### src/rtl/pil_arb_pkg.sv
package pil_arb_pkg;
    localparam int TT_W = 9;
    typedef logic [TT_W-1:0] trap_type_t;

    function automatic trap_type_t make_code(input trap_type_t base, input logic [3:0] lvl);
        return base | trap_type_t'(lvl);
    endfunction
endpackage

### src/rtl/pil_pending_merge.sv
module pil_pending_merge #(
    parameter int NUM_LEVELS = 16,
    parameter int FOLD_LEVEL = 14
) (
    input  logic [NUM_LEVELS-1:0] ext_lines,
    input  logic [NUM_LEVELS:0]   soft_bits,
    output logic [NUM_LEVELS-1:0] pend_vec
);
    logic timer_hit;
    logic [NUM_LEVELS-1:0] soft_direct;

    always_comb begin
        timer_hit   = soft_bits[0] | soft_bits[NUM_LEVELS];
        soft_direct = {soft_bits[NUM_LEVELS-1:1], 1'b0};
        pend_vec    = ext_lines | soft_direct;
        if (timer_hit) pend_vec[FOLD_LEVEL] = 1'b1;
    end
endmodule

### src/rtl/pil_priority_pick.sv
module pil_priority_pick #(
    parameter int NUM_LEVELS = 16,
    localparam int PRI_W = $clog2(NUM_LEVELS)
) (
    input  logic [NUM_LEVELS-1:0] pend_vec,
    input  logic [PRI_W-1:0]      pri,
    output logic                  below_pri,
    output logic                  found,
    output logic [PRI_W-1:0]      level
);
    localparam int CMP_W = NUM_LEVELS + 1;
    logic [CMP_W-1:0] threshold;

    always_comb begin
        threshold = CMP_W'(2) << pri;
        below_pri = {1'b0, pend_vec} < threshold;
        found     = 1'b0;
        level     = '0;
        for (int i = 0; i < NUM_LEVELS; i++) begin
            if (pend_vec[i] && (i > int'(pri))) begin
                found = 1'b1;
                level = PRI_W'(i);
            end
        end
    end
endmodule

### src/rtl/pil_arbiter.sv
module pil_arbiter
    import pil_arb_pkg::*;
#(
    parameter int         NUM_LEVELS = 16,
    parameter int         FOLD_LEVEL = 14,
    parameter int         TL_W       = 3,
    parameter trap_type_t EXT_BASE   = 9'h040
) (
    input  logic                            clk,
    input  logic                            rst_n,
    input  logic [NUM_LEVELS-1:0]           irq_lines,
    input  logic [NUM_LEVELS:0]             softint,
    input  logic [$clog2(NUM_LEVELS)-1:0]   cur_pri,
    input  logic                            int_en,
    input  logic [TL_W-1:0]                 trap_lvl,
    input  logic [TT_W-1:0]                 svc_tt,
    output logic                            irq_req,
    output logic [TT_W-1:0]                 irq_tt,
    output logic                            wake
);
    localparam int PRI_W = $clog2(NUM_LEVELS);

    typedef struct packed {
        logic                  req;
        trap_type_t            tt;
        logic                  wake;
        logic [NUM_LEVELS-1:0] prev;
    } arb_state_t;

    arb_state_t state_d, state_q;
    logic [NUM_LEVELS-1:0] pend_vec;
    logic                  below_pri, found;
    logic [PRI_W-1:0]      win_level;
    trap_type_t            cand_tt;

    pil_pending_merge #(.NUM_LEVELS(NUM_LEVELS), .FOLD_LEVEL(FOLD_LEVEL)) u_merge (
        .ext_lines(irq_lines), .soft_bits(softint), .pend_vec(pend_vec)
    );

    pil_priority_pick #(.NUM_LEVELS(NUM_LEVELS)) u_pick (
        .pend_vec(pend_vec), .pri(cur_pri),
        .below_pri(below_pri), .found(found), .level(win_level)
    );

    always_comb begin
        state_d      = state_q;
        state_d.wake = |(irq_lines & ~state_q.prev);
        state_d.prev = irq_lines;
        cand_tt      = make_code(EXT_BASE, 4'(win_level));
        if (below_pri) begin
            if (state_q.req) begin
                state_d.req = 1'b0;
                state_d.tt  = '0;
            end
        end else if (int_en) begin
            if (found && !((trap_lvl != '0) && (svc_tt > cand_tt))
                      && (state_q.tt != cand_tt)) begin
                state_d.req = 1'b1;
                state_d.tt  = cand_tt;
            end
        end else if (state_q.req) begin
            state_d.req = 1'b0;
            state_d.tt  = '0;
        end
    end

    always_ff @(posedge clk or negedge rst_n) begin
        if (!rst_n) state_q <= '0;
        else        state_q <= state_d;
    end

    assign irq_req = state_q.req;
    assign irq_tt  = state_q.tt;
    assign wake    = state_q.wake;


    req_code_base_chk: assert property (@(posedge clk) disable iff (!rst_n)
        irq_req |-> (irq_tt[TT_W-1:4] == EXT_BASE[TT_W-1:4]));


    below_drop_chk: assert property (@(posedge clk) disable iff (!rst_n)
        (below_pri && irq_req) |=> (!irq_req && irq_tt == '0));


    disable_drop_chk: assert property (@(posedge clk) disable iff (!rst_n)
        (!int_en && irq_req) |=> !irq_req);


    tl_hold_chk: assert property (@(posedge clk) disable iff (!rst_n)
        (!irq_req && trap_lvl != '0 && svc_tt > (EXT_BASE | trap_type_t'(NUM_LEVELS-1)))
        |=> !irq_req);


    wake_cause_chk: assert property (@(posedge clk) disable iff (!rst_n)
        wake |-> ($past(irq_lines) != '0));


    raise_nonzero_chk: assert property (@(posedge clk) disable iff (!rst_n)
        $rose(irq_req) |-> (irq_tt != '0));
endmodule

### config.mk
export PLATFORM = sky130hd
export DESIGN_NAME = pil_arbiter
export DESIGN_NICKNAME = d
export VERILOG_FILES = /design/src/rtl/pil_arb_pkg.sv /design/src/rtl/pil_pending_merge.sv /design/src/rtl/pil_priority_pick.sv /design/src/rtl/pil_arbiter.sv
export SDC_FILE = /design/constraint.sdc
export NUM_CORES = 1
export LEC_CHECK = 0
export BUFFER_PORTS_ARGS = -buffer_cell sky130_fd_sc_hd__buf_2
export CAP_MARGIN = 20
export CELL_PAD_IN_SITES_DETAIL_PLACEMENT = 1
export CELL_PAD_IN_SITES_GLOBAL_PLACEMENT = 2
export CORE_ASPECT_RATIO = 0.9
export CORE_MARGIN = 8
export CORE_UTILIZATION = 30
export DETAILED_ROUTE_END_ITERATION = 7
export GPL_ROUTABILITY_DRIVEN = 0
export MAX_ROUTING_LAYER = met4
export PLACE_DENSITY = 0.9
export SETUP_SLACK_MARGIN = 0.1
export SLEW_MARGIN = 10
export SYNTH_ARGS = -nofsm -noshare
export SYNTH_HDL_FRONTEND = slang
export SYNTH_SLANG_ARGS = --single-unit
### constraint.sdc
create_clock -name clk -period 2 [get_ports clk]
set_input_delay 0.3 -clock clk [delete_from_list [all_inputs] [get_ports clk]]
set_output_delay 0.3 -clock clk [all_outputs]
set_load 0.01 [all_outputs]
==> results of run 1 <==
-- per-stage QoR --
| stage | setup TNS [ns] | power (µW) | setup WS [ns] | instances | hold slack [ns] |
|---|---|---|---|---|---|
| finish | -7.566 | 1656 | -0.8285 | 479 | 0.01836 |
| global route | -9.238 | 1756 | -0.9902 | 479 | 0.07549 |
| CTS | -7.195 | 1647 | -0.7966 | 479 | 0.03387 |
| detailed placement | -10.94 | 1291 | -1.155 | 459 | 0.3430 |
| global placement | -10.04 | 1261 | -1.062 | 459 | 0.3249 |
| floorplan | -6.034 | 1029 | -0.7832 | 251 | 0.004409 |
-- cell type report --
class,instances,area (µm²),area share [%]
Clock buffer,3,41.29,1.223
Clock inverter,1,5.005,0.1482
Inverter,22,82.58,2.445
Multi-Input combinational cell,188,1485,43.98
Sequential cell,27,675.6,20.01
Tap cell,93,116.4,3.446
Timing Repair Buffer,145,970.9,28.75
-- how the worst max path moves through the flow --
stage	slack, ns	cells past startpoint	start	to
floorplan	-0.78	13	softint[4]	irq_tt[0]
global placement	-1.06	14	cur_pri[3]	irq_tt[0]
detailed placement	-1.15	15	cur_pri[3]	irq_tt[5]
CTS	-0.80	14	irq_lines[5]	irq_tt[0]
global route	-0.99	14	cur_pri[1]	irq_tt[0]
finish	-0.83	14	cur_pri[1]	irq_tt[0]
-- synth_stat cells, drive strengths merged (3+ instances only) --
| master | number | area [µm²] |
|---|---|---|
| nand2 | 31 | 116.4 |
| dfrtp | 27 | 675.7 |
| inv | 22 | 82.58 |
| ha | 19 | 237.7 |
| o21ai | 15 | 86.33 |
| buf | 14 | 105.1 |
| or2 | 12 | 80.08 |
| a21oi | 10 | 50.05 |
| nor2 | 10 | 37.54 |
| and3 | 6 | 40.03 |
| nand3 | 6 | 35.03 |
| nor2b | 6 | 37.54 |
| a221oi | 4 | 35.03 |
| and2 | 4 | 25.02 |
| nand4 | 4 | 31.28 |
| nor3 | 4 | 20.02 |
| o211ai | 4 | 30.03 |
| o22ai | 4 | 25.02 |
| a211oi | 3 | 22.52 |
| a21o | 3 | 23.77 |
| a31oi | 3 | 18.77 |
| mux2i | 3 | 30.03 |
| o21bai | 3 | 22.52 |
| o31ai | 3 | 36.28 |
| or4 | 3 | 30.03 |
-- cell families after synthesis --
group	Yosys count	synth area share [%]
mux	5	2.557
compound gates	65	21.76
buf+inv	36	8.522
flops	27	30.68
xor+xnor	2	0.7956
simple gates	97	24.89
fa+ha+maj	19	10.80
-- layout by cell type, fill, tap and decap left out, types with 5 or more instances in the layout --
master   count
a21oi_1      9
buf_2       56
buf_4       83
buf_6        6
dfrtp_1     27
ha_1        17
inv_1       21
nand2_1     30
nand3_1      5
nor2_1       7
nor2b_1      5
o21ai_0     10
or2_2        8
-- sequential cells by signal, indices dropped and copies added, names as in the netlist --
signal and flops:
wake 1, irq_tt 9, irq_req 1, state_q 16
-- layer usage --
metal | share of wire (%) | track usage [%] | up-vias
met5 | 0 | - | -
met4 | 2.1 | 6.595 | 0
li1 | - | - | 1164
met3 | 3.8 | 1.724 | 9
met1 | 45 | 19.08 | 1142
met2 | 49 | 25.38 | 47
-- power by group --
part	leakage, µW	internal [µW]	switching [µW]
Sequential	0.000323	599	58.4
Clock	0.0000255	140	167
Combinational	0.00132	357	334
Total	0.00166	1100	560
-- repair_timing --
| item | CTS | global route |
|---|---|---|
| gates resized for setup | 12 | 15 |
| pin swaps | 18 | 19 |
| buffers inserted | 16 | 0 |
| setup endpoints to repair | 10 | 10 |
| endpoints found under the hold margin | 0 | 0 |
==> results.json, run 1 <==
{
  "status": "finished with violations",
  "violations": "setup timing",
  "finalWirelength_um": 7994,
  "leakagePower_uw": 0.001664,
  "synth.avg_cell_area_um2": 8.773,
  "r2r-end": "irq_tt[0]",
  "fin_crit_sh_pct": 141.4,
  "powerDensity_nw_per_um2": 490.3,
  "io_pins": 63,
  "ir_drop_mv": 0.2663,
  "critPathCaptureType": "flop",
  "synth_cells": 251,
  "reg2regPathDepth": 6,
  "crit_slowest_cell": "o311a_4",
  "dieArea_um2": 10340,
  "critical_path_required_ns": 2.16,
  "n_fill_cell": 877,
  "num_vias": 2362,
  "report.final.slew_viol_count": 0,
  "crit_chain": "buf_6 > a211oi_4 > a22oi_2 > o311a_4 > o21a_1 > ha_1 > nor2b_4 > o211ai_1 > a21oi_1 > o21ai_1 > o31ai_2 > nor2_2 > o21ai_4 > mux2_4",
  "critPathMaxStageDelay_ns": 0.38,
  "cts_hold_buf": 0,
  "start_kind": "primary input",
  "drive_above_1_share_pct": 52.07,
  "htreeDepth": 1,
  "slew_headroom_pct": 60.46,
  "r2r_start": "irq_tt[2]",
  "drt-initial-drc-count": 99,
  "cpLargestDelayFamily": "compound AO/OA/AOI/OAI gates",
  "clockBufferDepth": 2,
  "yosysWarnings": 0,
  "grt_pass1_vias": 2655,
  "antenna_found_initial": 0,
  "wl_per_cell_um": 16.69,
  "syn2layout_area_growth_pct": 53.35,
  "drv_cap": 0,
  "path_class": "in2reg",
  "core_um2": 7076,
  "setup_viol": 10,
  "clock-root-buffer": "clkbuf_8",
  "clock_skew_ns": 0.003130,
  "seq_area_frac_synth_pct": 30.68,
  "clk_pin_slew_worst_paths_ns": 0.09,
  "clock-sinks": 27,
  "final_nets": 458,
  "syn_nets": 322,
  "fmax_mhz": 353.5,
  "diodes": 0,
  "num_rows": 29,
  "ys_ff_latch": 27,
  "fin_util_pct": 47.73,
  "drc": 0,
  "track_usage_pct": 15.60,
  "hold_path.class": "in2async",
  "port_buffers": 62,
  "finalHoldViolations": 0,
  "postRouteAntennaNets": 0,
  "setup_ws_ns": -0.8285,
  "syn_area_um2": 2202,
  "fp.dieW_um": 106.3,
  "postLayoutCellArea_um2": 3377,
  "insertion_delay_ns": 0.27,
  "ys.flop_type": "dfrtp_1",
  "cp.arrival_ns": 2.99,
  "numCtsBuffers": 3,
  "path_buf_inv": 1,
  "die_h_um": 97.28,
  "firstDrtPassIters": 4,
  "grt_max_degree": 28,
  "via_per_inst": 4.931,
  "cts_tree": "built",
  "fin_crit_ns": 2.829,
  "placed_area_um2": 3107,
  "r2r_setup_slack_ns": 0.20,
  "grt_pass1_wl_um": 12900,
  "start_util_pct": 31.12,
  "async_reset_ff_share_pct": 100.0,
  "rsz0062_at_grt": "yes",
  "hpwl_um": 6416,
  "overflow": 0,
  "worst_pin_slew_ns": 0.5931,
  "synth_cell_type_count": 61,
  "synth_edf_count": 0,
  "path_max_fanout": 7
}
No activity file was read; power rests on OpenSTA's default activity.
==> run 2, diff against run 1 <==
- CORE_UTILIZATION: 30 -> 31
- CTS_BUF_LIST: unset -> sky130_fd_sc_hd__clkbuf_4 sky130_fd_sc_hd__clkbuf_8
- PLACE_DENSITY: 0.9 -> 0.92
==> run 2 against run 1 <==
Effect of this change:
- the run still ends with setup timing left
- global-route usage up 1.0 points
- largest cell class unchanged
- worst setup slack worse by 0.11 ns
- sequential cell count unchanged
- fmax down 3.7%
==> results.json, run 2 (same netlist as run 1, synthesis figures left out) <==
{
  "cpMostUsedCell": "buf_4",
  "crit_slowest_cell": "or3_1",
  "most-common-layout-cells": "78 x buf_4, 57 x buf_2, 30 x nand2_1, 27 x dfrtp_1, 21 x inv_1",
  "start_kind": "primary input",
  "status": "finished with violations",
  "die_h_um": 95.96,
  "syn2layout_area_growth_pct": 53.52,
  "critPathMaxStageDelay_ns": 0.32,
  "n_fill_cell": 865,
  "largest_reg_flops": 16,
  "drive_above_1_share_pct": 51.70,
  "diodes": 0,
  "start_util_pct": 31.61,
  "postRouteAntennaNets": 0,
  "fin_crit_sh_pct": 146.8,
  "wl_per_cell_um": 18.07,
  "top_register": "state_q",
  "cts_hold_buf": 0,
  "finalWirelength_um": 8601,
  "grt_pass1_wl_um": 13010,
  "drc": 0,
  "htreeDepth": 1,
  "hpwl_um": 6522,
  "path_class": "in2reg",
  "critical_path_required_ns": 2.20,
  "clock-sinks": 27,
  "cp.arrival_ns": 3.14,
  "clock-root-buffer": "clkbuf_8",
  "insertion_delay_ns": 0.28,
  "placedCellCount": 460,
  "io_pins": 63,
  "setup_viol": 10,
  "rsz0062_at_grt": "yes",
  "numCtsBuffers": 3,
  "placed_area_um2": 3114,
  "clock_skew_ns": 0.006857,
  "report.final.slew_viol_count": 0,
  "stdcell_count": 476,
  "fmax_mhz": 340.5,
  "final_common_cell": "buf_4",
  "hold_path.class": "in2async",
  "powerDensity_nw_per_um2": 505.5,
  "setup_ws_ns": -0.9365,
  "multiInputGateArea_um2": 1495,
  "dieArea_um2": 10060,
  "overflow": 0,
  "place_ws_ns": -1.206,
  "postLayoutCellArea_um2": 3381,
  "drt-initial-drc-count": 109,
  "slew_headroom_pct": 60.58,
  "port_buffers": 62,
  "worst_pin_slew_ns": 0.5914,
  "ir_drop_mv": 0.2246,
  "critPathCaptureType": "flop",
  "drv_cap": 0,
  "final_nets": 455,
  "grt_max_degree": 28,
  "path_max_fanout": 10,
  "seq_area_um2": 675.6,
  "track_usage_pct": 16.63,
  "num_rows": 29,
  "crit_chain": "buf_4 > and2_4 > or3_1 > a21o_2 > o21ai_2 > a21boi_2 > buf_4 > buf_4 > buf_4 > buf_4 > buf_4 > buf_4 > buf_4 > mux2_2 > o21ai_4 > buf_6 > mux2i_1",
  "clk_pin_slew_worst_paths_ns": 0.09,
  "finalHoldViolations": 0,
  "antenna_found_initial": 0,
  "leakagePower_uw": 0.001660,
  "core_um2": 6967,
  "num_vias": 2450,
  "via_per_inst": 5.147,
  "fp.dieW_um": 104.8,
  "clockBufferDepth": 2,
  "violations": "setup timing",
  "cts_tree": "built",
  "firstDrtPassIters": 5,
  "fin_crit_ns": 2.937,
  "grt_pass1_vias": 2660
}
## run 2: final timing paths
path | endpoint | slack, ns | from | depth (start not counted)
hold reg to reg | irq_tt[6] | 0.51 | irq_tt[6] | 2
max in group asynchronous | state_q[5] | 1.60 | rst_n | 1
setup reg to reg | irq_tt[1] | 0.05 | irq_tt[7] | 6
hold / removal | state_q[3] | 0.01 | rst_n | 1
setup / recovery | irq_tt[1] | -0.94 | cur_pri[2] | 17
min in group clk | state_q[0] | 0.14 | irq_lines[0] | 1
## run 2: timing repair
action / 4_1_cts / 5_1_grt
setup buffers: 10 / 3
gates resized for setup: 13 / 18
pin swaps: 16 / 14
endpoints found under the setup margin: 10 / 10
## run 2: metrics by stage
stage	util, %	hold WS [ns]	total power (µW)	setup TNS, ns
final	48.53	0.01052	1709	-8.560
after global routing	48.53	0.04656	1797	-9.775
after CTS	47.13	0.01728	1674	-7.749
after detailed placement	44.70	0.3318	1309	-11.42
after global placement	44.70	0.3250	1266	-10.11
after floorplan	-	0.004409	1029	-6.034
## run 2: final cells by class
class / count / area share [%]
Timing Repair Buffer: 142 / 28.46
Multi-Input combinational cell: 188 / 44.23
Inverter: 22 / 2.443
Tap cell: 93 / 3.442
Clock buffer: 4 / 1.443
Sequential cell: 27 / 19.99
## run 2: critical path, delay by kind of cell
| family | cells | cell delay, ns |
|---|---|---|
| buf+inv | 9 | 1.18 |
| compound gates | 4 | 0.66 |
| mux | 2 | 0.53 |
| simple gates | 2 | 0.49 |
## run 2: metal layers
layer	track usage, %	vias to the layer above	wire length (µm)
met4	8.304	0	224
met5	-	-	0
met2	28.71	67	4345
met3	2.878	16	456
met1	18.46	1211	3574
li1	-	1156	-
## run 2: power by group
part           total (µW)  internal, µW  leakage [µW]  switching (µW)
clock                 329           157     0.0000262             172
combinational         717           357       0.00131             360
sequential            662           600      0.000323            62.9
